**config.mk**
```make
export PLATFORM = sky130hd
export DESIGN_NAME = irq_route_window
export DESIGN_NICKNAME = d
export VERILOG_FILES = /design/src/rtl/irw_pkg.sv /design/src/rtl/irw_decode.sv /design/src/rtl/irw_entry.sv /design/src/rtl/irq_route_window.sv
export SDC_FILE = /design/constraint.sdc
export NUM_CORES = 2
export LEC_CHECK = 0
export ABC_CLOCK_PERIOD_IN_PS = 4920
export BUFFER_PORTS_ARGS = -buffer_cell sky130_fd_sc_hd__buf_2
export CORE_AREA = 3 3 664 666
export DETAILED_ROUTE_END_ITERATION = 10
export DIE_AREA = 0 0 667 669
export HOLD_SLACK_MARGIN = 0.05
export PLACE_DENSITY_LB_ADDON = 0.1
export SYNTH_ARGS = -nofsm -noshare
export SYNTH_HDL_FRONTEND = slang
export SYNTH_SLANG_ARGS = --single-unit
```
**constraint.sdc**
```tcl
create_clock -name clk -period 4.92 [get_ports clk]
set_input_delay 0.738 -clock clk [delete_from_list [all_inputs] [get_ports clk]]
set_output_delay 0.738 -clock clk [all_outputs]
set_load 0.02 [all_outputs]
```
**src/rtl/irw_pkg.sv**
```systemverilog
// Shared constants and types for the interrupt routing table window.
// Assumes 64-bit entries, whose control-bit positions are decoded by the dispatcher.
package irw_pkg;
    localparam int ENT_W  = 64;
    localparam int B_DSTAT = 12;
    localparam int B_RIRR  = 14;
    localparam int B_TRIG  = 15;
    localparam int B_MASK  = 16;

    localparam logic [7:0] OFF_SEL = 8'h00;
    localparam logic [7:0] OFF_WIN = 8'h10;
    localparam logic [7:0] OFF_EOI = 8'h40;

    localparam logic [7:0] SEL_ID  = 8'h00;
    localparam logic [7:0] SEL_VER = 8'h01;
    localparam logic [7:0] SEL_ARB = 8'h02;
    localparam logic [7:0] SEL_TBL = 8'h10;

    localparam logic [ENT_W-1:0] ENT_RST = ENT_W'(1) << B_MASK;

    typedef enum logic [2:0] {
        TGT_NONE,
        TGT_ID,
        TGT_VER,
        TGT_ARB,
        TGT_ENT
    } tgt_e;
endpackage

```
**src/rtl/irw_decode.sv**
```systemverilog
// Index decoder: turns the index register value into a target register,
// an entry number and a half select.
// Assumes 0x10 + 2*NPINS <= 256, so that every entry index fits in 8 bits.
module irw_decode
    import irw_pkg::*;
#(
    parameter int NPINS = 24,
    parameter int IDX_W = 5
) (
    input  logic [7:0]       sel,
    output tgt_e             tgt,
    output logic [IDX_W-1:0] idx,
    output logic             hi
);
    logic [7:0] off;

    // Classify the index and work out the entry position.
    always_comb begin
        off = sel - SEL_TBL;
        tgt = TGT_NONE;
        idx = '0;
        hi  = off[0];
        if (sel == SEL_ID) begin
            tgt = TGT_ID;
        end else if (sel == SEL_VER) begin
            tgt = TGT_VER;
        end else if (sel == SEL_ARB) begin
            tgt = TGT_ARB;
        end else if (sel >= SEL_TBL && int'(off[7:1]) < NPINS) begin
            tgt = TGT_ENT;
            idx = off[IDX_W:1];
        end
    end
endmodule

```
**src/rtl/irw_entry.sv**
```systemverilog
// One routing entry. Software writes one 32-bit half. Delivery status and
// remote-IRR come only from the dispatcher. A write that leaves the entry
// edge-triggered clears remote-IRR.
// Assumes the hardware update and the software write are applied in the same cycle.
module irw_entry
    import irw_pkg::*;
(
    input  logic             clk,
    input  logic             rst_n,
    input  logic             wr_en,
    input  logic             wr_hi,
    input  logic [31:0]      wr_data,
    input  logic             rirr_set,
    input  logic             rirr_clr,
    input  logic             dstat,
    output logic [ENT_W-1:0] ent
);
    logic [ENT_W-1:0] ent_nxt;
    logic             rirr_hw;

    // Merge the software half, the dispatcher bits and the edge rule.
    always_comb begin
        rirr_hw = rirr_set ? 1'b1 : (rirr_clr ? 1'b0 : ent[B_RIRR]);
        ent_nxt = ent;
        if (wr_en) begin
            if (wr_hi) ent_nxt[63:32] = wr_data;
            else       ent_nxt[31:0]  = wr_data;
        end
        ent_nxt[B_DSTAT] = dstat;
        ent_nxt[B_RIRR]  = rirr_hw;
        if (wr_en && !ent_nxt[B_TRIG]) ent_nxt[B_RIRR] = 1'b0;
    end

    // Entry storage; reset leaves it masked.
    always_ff @(posedge clk) begin
        if (!rst_n) ent <= ENT_RST;
        else        ent <= ent_nxt;
    end
endmodule

```
**src/rtl/irq_route_window.sv**
```systemverilog
// Indirect register window over an interrupt routing table.
// Holds the index register and the ID, decodes window accesses, and
// instantiates one entry per pin. Also raises the rescan and end-of-interrupt
// strobes. Assumes single-cycle requests, with read data valid combinationally.
module irq_route_window
    import irw_pkg::*;
#(
    parameter int         NPINS = 24,
    parameter logic [7:0] VER   = 8'h20,
    localparam int        IDX_W = $clog2(NPINS)
) (
    input  logic                   clk,
    input  logic                   rst_n,
    input  logic                   req_valid,
    input  logic                   req_write,
    input  logic [7:0]             req_addr,
    input  logic [2:0]             req_size,
    input  logic [31:0]            req_wdata,
    output logic [31:0]            rd_data,
    input  logic [NPINS-1:0]       hw_rirr_set,
    input  logic [NPINS-1:0]       hw_rirr_clr,
    input  logic [NPINS-1:0]       hw_dstat,
    output logic [NPINS*ENT_W-1:0] tbl_flat,
    output logic                   rescan_pulse,
    output logic [IDX_W-1:0]       rescan_idx,
    output logic                   eoi_pulse,
    output logic [7:0]             eoi_vec
);
    localparam logic [7:0] MAXENT = 8'(NPINS - 1);
    localparam logic       EOI_OK = (VER == 8'h20);

    if (!(VER == 8'h11 || VER == 8'h20)) begin : g_bad_ver
        $error("irq_route_window: revision must be 0x11 or 0x20");
    end

    logic [7:0]       sel_q;
    logic [3:0]       id_q;
    tgt_e             tgt;
    logic [IDX_W-1:0] dec_idx;
    logic             dec_hi;
    logic             wr, rd, word, win_wr, ent_wr;
    logic [ENT_W-1:0] ent_a [NPINS];

    irw_decode #(.NPINS(NPINS), .IDX_W(IDX_W)) u_dec (
        .sel (sel_q),
        .tgt (tgt),
        .idx (dec_idx),
        .hi  (dec_hi)
    );

    // Qualify the current request.
    always_comb begin
        wr     = req_valid && req_write;
        rd     = req_valid && !req_write;
        word   = (req_size == 3'd4);
        win_wr = wr && word && (req_addr == OFF_WIN);
        ent_wr = win_wr && (tgt == TGT_ENT);
    end

    for (genvar i = 0; i < NPINS; i++) begin : g_ent
        irw_entry u_ent (
            .clk      (clk),
            .rst_n    (rst_n),
            .wr_en    (ent_wr && (dec_idx == IDX_W'(i))),
            .wr_hi    (dec_hi),
            .wr_data  (req_wdata),
            .rirr_set (hw_rirr_set[i]),
            .rirr_clr (hw_rirr_clr[i]),
            .dstat    (hw_dstat[i]),
            .ent      (ent_a[i])
        );
        assign tbl_flat[i*ENT_W +: ENT_W] = ent_a[i];
    end

    // Index register, ID register and the outgoing strobes.
    always_ff @(posedge clk) begin
        if (!rst_n) begin
            sel_q        <= '0;
            id_q         <= '0;
            rescan_pulse <= 1'b0;
            rescan_idx   <= '0;
            eoi_pulse    <= 1'b0;
            eoi_vec      <= '0;
        end else begin
            if (wr && req_addr == OFF_SEL) sel_q <= req_wdata[7:0];
            if (win_wr && tgt == TGT_ID)   id_q  <= req_wdata[27:24];
            rescan_pulse <= ent_wr;
            if (ent_wr) rescan_idx <= dec_idx;
            eoi_pulse <= EOI_OK && wr && word && (req_addr == OFF_EOI);
            if (EOI_OK && wr && word && req_addr == OFF_EOI) eoi_vec <= req_wdata[7:0];
        end
    end

    // Read multiplexer.
    always_comb begin
        rd_data = '0;
        if (rd) begin
            if (req_addr == OFF_SEL) begin
                rd_data = {24'h0, sel_q};
            end else if (req_addr == OFF_WIN && word) begin
                case (tgt)
                    TGT_ID, TGT_ARB: rd_data = {4'h0, id_q, 24'h0};
                    TGT_VER:         rd_data = {8'h0, MAXENT, 8'h0, VER};
                    TGT_ENT:         rd_data = dec_hi ? ent_a[dec_idx][63:32]
                                                      : ent_a[dec_idx][31:0];
                    default:         rd_data = '0;
                endcase
            end
        end
    end
endmodule

```
==> metrics.log <==
INFO  metric failed_checks = negative setup slack
INFO  metric ff2ff_path_depth = 14
INFO  metric die_h = 669 um
INFO  metric post_layout_nonfiller_instances = 16700
INFO  metric yosys.cell_types.count = 83
INFO  metric vdd_drop_max = 292.5 uV
INFO  metric grtUsageTotal = 32.09%
INFO  metric die-area = 446200 um2
INFO  metric layout_common_cells = 2582 x sky130_fd_sc_hd__nand2_1, 1638 x sky130_fd_sc_hd__buf_2, 1555 x sky130_fd_sc_hd__dfxtp_1, 1483 x sky130_fd_sc_hd__a21oi_1, 625 x sky130_fd_sc_hd__buf_4
INFO  metric hold_viol = 0
INFO  metric grt_antenna_before_repair = 87
INFO  metric synthesized_netlist_cell_count = 8844
INFO  metric detail_route.iter0.violations = 9663
INFO  metric worst_hold_path.endpoint = g_ent[14].u_ent.ent[14]
INFO  metric worst_hold_path.num_cells = 3
INFO  metric start_kind = register
INFO  metric synth_area_per_cell = 7.522 um2
INFO  metric synth_seq_area_share = 47.03%
INFO  metric max_slew_margin = 12.30%
INFO  metric period_needed = 5.318 ns
INFO  metric setup_viol = 30
INFO  metric drt_first_pass_iters = 8
INFO  metric worst_ep_required_time = 4.18 ns
INFO  metric pin_count = 1702
INFO  metric power_density = 308.4 nW/um2
INFO  metric wl_per_cell = 45.05 um
INFO  metric worst-path-max-fanout = 5
INFO  metric synthTopCellsByArea = sky130_fd_sc_hd__dfxtp_1 47%, sky130_fd_sc_hd__nand2_1 15%, sky130_fd_sc_hd__a21oi_1 12%
INFO  metric report.final.slew_viol_count = 0
INFO  metric power_leakage = 38.44 nW
INFO  metric clock_root_buffer = sky130_fd_sc_hd__clkbuf_16
INFO  metric vias = 82210
INFO  metric cap_violations = 0
INFO  metric synth.top_cell.area_share = 47.03%
INFO  metric postSynthNetCount = 8965
INFO  metric worst_r2r_startpoint = sel_q[4]
INFO  metric netlist.top_cell.by_area = sky130_fd_sc_hd__dfxtp_1
INFO  metric run_status = finished, violations left
INFO  metric final_weighted_congestion_in_routability_driven_placement = 0.9355
INFO  metric cp_slowest_cell = sky130_fd_sc_hd__o31ai_2
INFO  metric tritoncts_clock_tree = done
INFO  metric final_min_period_over_clock_period = 108.1%
INFO  metric setup.reg_to_reg.worst_slack = 1.16 ns
INFO  metric cp-startpoint = sel_q[5]
INFO  metric final_cell_area = 99910 um2
INFO  metric final_common_cell = sky130_fd_sc_hd__nand2_1
INFO  metric path_delay_family = compound AO/OA/AOI/OAI gates
INFO  metric finalWirelength = 752400 um
INFO  metric cts_max_level = 4
INFO  metric vias_per_cell = 4.922
INFO  metric hp-class = in2reg
INFO  metric cts.clk_slew.worst_paths = 0.06 ns
INFO  metric finalPower = 30.82 mW
INFO  metric synth-main-ff-cell = sky130_fd_sc_hd__dfxtp_1
INFO  metric final_layout_size_suffix_gt1_share = 32.09%
INFO  metric grt.overflow.total = 0
INFO  metric tritoncts.num_buffers = 216
INFO  metric final.setup_skew = 0.08627 ns
INFO  metric synth-seq-cells = 1563
INFO  metric place_area = 85730 um2
INFO  metric io_buffers = 1701
INFO  metric maxClockFrequency = 188.1 MHz
INFO  metric placed_cells = 16030
INFO  metric fin_util = 22.98%
INFO  metric clkSinkCount = 1563
INFO  metric grt_pass1_vias = 76230
INFO  metric timing.critical_path.arrival = 4.58 ns
INFO  metric core = 434800 um2
INFO  metric post_synth_instance_area = 66530 um2
INFO  metric clk_path_buf_depth = 4
INFO  metric unrepaired_setup_endpoints_after_global_routing = yes
INFO  metric fin_nets = 10900
INFO  metric clock_insertion_delay_worst_skew = 0.97 ns
INFO  metric detail-route-antenna-nets = 0
INFO  metric syn2layout_area_growth = 50.18%
INFO  metric detailed_placer_s_ending_hpwl = 573900 um
INFO  metric rr_endpoint = g_ent[15].u_ent.ent[38]
INFO  metric transition_time_at_the_pin_with_the_least_slew_margin = 1.315 ns
INFO  metric core.rowCount = 242
INFO  metric layout_setup_ws = -0.3977 ns
INFO  metric async_flop_share = 0%
INFO  metric drt_drc_violations_left = 0
INFO  metric synth.yosys.warnings = 0
INFO  metric synth_enable_flop_cells = 0
INFO  metric stage_delay_of_the_slowest_cell_on_the_critical_path = 0.55 ns
INFO  metric critical-path-top-cell-by-count = sky130_fd_sc_hd__buf_12
INFO  metric grt_first_pass_wirelength = 926600 um
INFO  metric hold_path.startpoint = hw_rirr_set[14]
INFO  metric setup.worst_path.class = reg2out
INFO  metric grt_start_max_net_pins = 166
INFO  metric endpoint_kind = output port
INFO  metric cp.buffers_inverters = 7
INFO  metric floorplan.die.width = 667 um
INFO  metric final.setup.tns = -5.635 ns
INFO  metric cp_cell_sequence = buf_6, or3_4, buf_12, nand3_4, buf_6, and2_4, buf_12, buf_4, nor2_1, a221oi_2, o22ai_1, o31ai_2, a21oi_4, buf_4, buf_12
INFO  metric initial_utilization = 15.30%
report_power, final:
group	internal, mW	leakage [nW]	switching (mW)	total [mW]
Clock	9.75	3.57	7.09	16.8
Sequential	12.7	12.6	0.0556	12.7
Combinational	0.169	22.3	1.08	1.25
synthesized netlist by cell type (48+ instances only):
master	instances
sky130_fd_sc_hd__nand2_1	2634
sky130_fd_sc_hd__dfxtp_1	1563
sky130_fd_sc_hd__a21oi_1	1530
sky130_fd_sc_hd__clkbuf_1	556
sky130_fd_sc_hd__o22ai_1	411
sky130_fd_sc_hd__o21ai_0	399
sky130_fd_sc_hd__nor2_1	314
sky130_fd_sc_hd__nand3_1	305
sky130_fd_sc_hd__buf_2	249
sky130_fd_sc_hd__mux2i_1	210
sky130_fd_sc_hd__buf_1	83
sky130_fd_sc_hd__o221ai_1	64
sky130_fd_sc_hd__mux2_2	55
sky130_fd_sc_hd__nor3_1	48
metrics by stage:
step           hold slack (ns)  worst slack [ns]
3_5_place_dp            0.4537           -0.8090
6_report                0.1123           -0.3977
4_1_cts                0.05315           -0.4718
2_1_floorplan           0.4600            0.9531
5_1_grt                 0.1162           -0.3807
3_3_place_gp            0.4445           -0.8057
worst register-to-register path, stage by stage (launching register included):
cell	delay, ns
sky130_fd_sc_hd__dfxtp_4	0.37
sky130_fd_sc_hd__inv_4	0.08
sky130_fd_sc_hd__ha_4	0.18
sky130_fd_sc_hd__and3b_2	0.30
sky130_fd_sc_hd__buf_6	0.13
sky130_fd_sc_hd__a31oi_4	0.05
sky130_fd_sc_hd__buf_4	0.21
sky130_fd_sc_hd__or4_1	0.49
sky130_fd_sc_hd__buf_4	0.26
sky130_fd_sc_hd__nor2_4	0.24
sky130_fd_sc_hd__nand2_1	0.40
sky130_fd_sc_hd__nor2_4	0.29
sky130_fd_sc_hd__buf_12	0.28
sky130_fd_sc_hd__nand2_1	0.15
sky130_fd_sc_hd__a21oi_1	0.19
routing by layer:
metal | GRT usage, % | share of wire, % | up-vias
met5 | 0 | 0.0080 | -
met4 | 19.30 | 7.5 | 10
met3 | 8.283 | 8.0 | 1080
met2 | 55.13 | 48 | 4701
met1 | 35.54 | 37 | 42000
li1 | - | - | 34420
how the worst max path moves through the flow:
stage	to	slack, ns	depth (start not counted)
6_report	rd_data[30]	-0.40	15
5_1_grt	rd_data[14]	-0.38	17
4_1_cts	rd_data[31]	-0.47	17
3_5_place_dp	rd_data[2]	-0.81	12
3_3_place_gp	rd_data[2]	-0.81	12
2_1_floorplan	rd_data[5]	0.95	13
final cells by class:
type	instances	area [um2]
timing repair buffer	2607	18820
multi-input combinational	6373	35220
clock buffer	318	6351
sequential	1563	31310
antenna	25	62.56
clock inverter	68	912.1
tap	5734	7174
inverter	13	62.56
fill	48070	334900
what timing repair did:
item,4_1_cts,5_1_grt
hold buffers,27,0
cloned,19,2
resized for setup,690,174
endpoints found under the hold margin,27,0
setup buffers,160,82
endpoints found under the setup margin,32,31
pin swaps,154,126
flip-flops by register name, summed over array words and instances (netlist names):
name             count
eoi_vec              8
rescan_idx           5
id_q                 4
sel_q                8
eoi_pulse            1
g_ent.u_ent.ent   1536
rescan_pulse         1
cell families after synthesis:
| family | after synthesis | share of synthesized area (%) |
|---|---|---|
| mux | 267 | 4.158 |
| buf+inv | 909 | 5.653 |
| simple gates | 3453 | 20.92 |
| flops | 1563 | 47.03 |
| compound gates | 2650 | 22.20 |
| fa+ha+maj | 2 | 0.03761 |
Note: power is estimated with default switching activity, not from simulation.
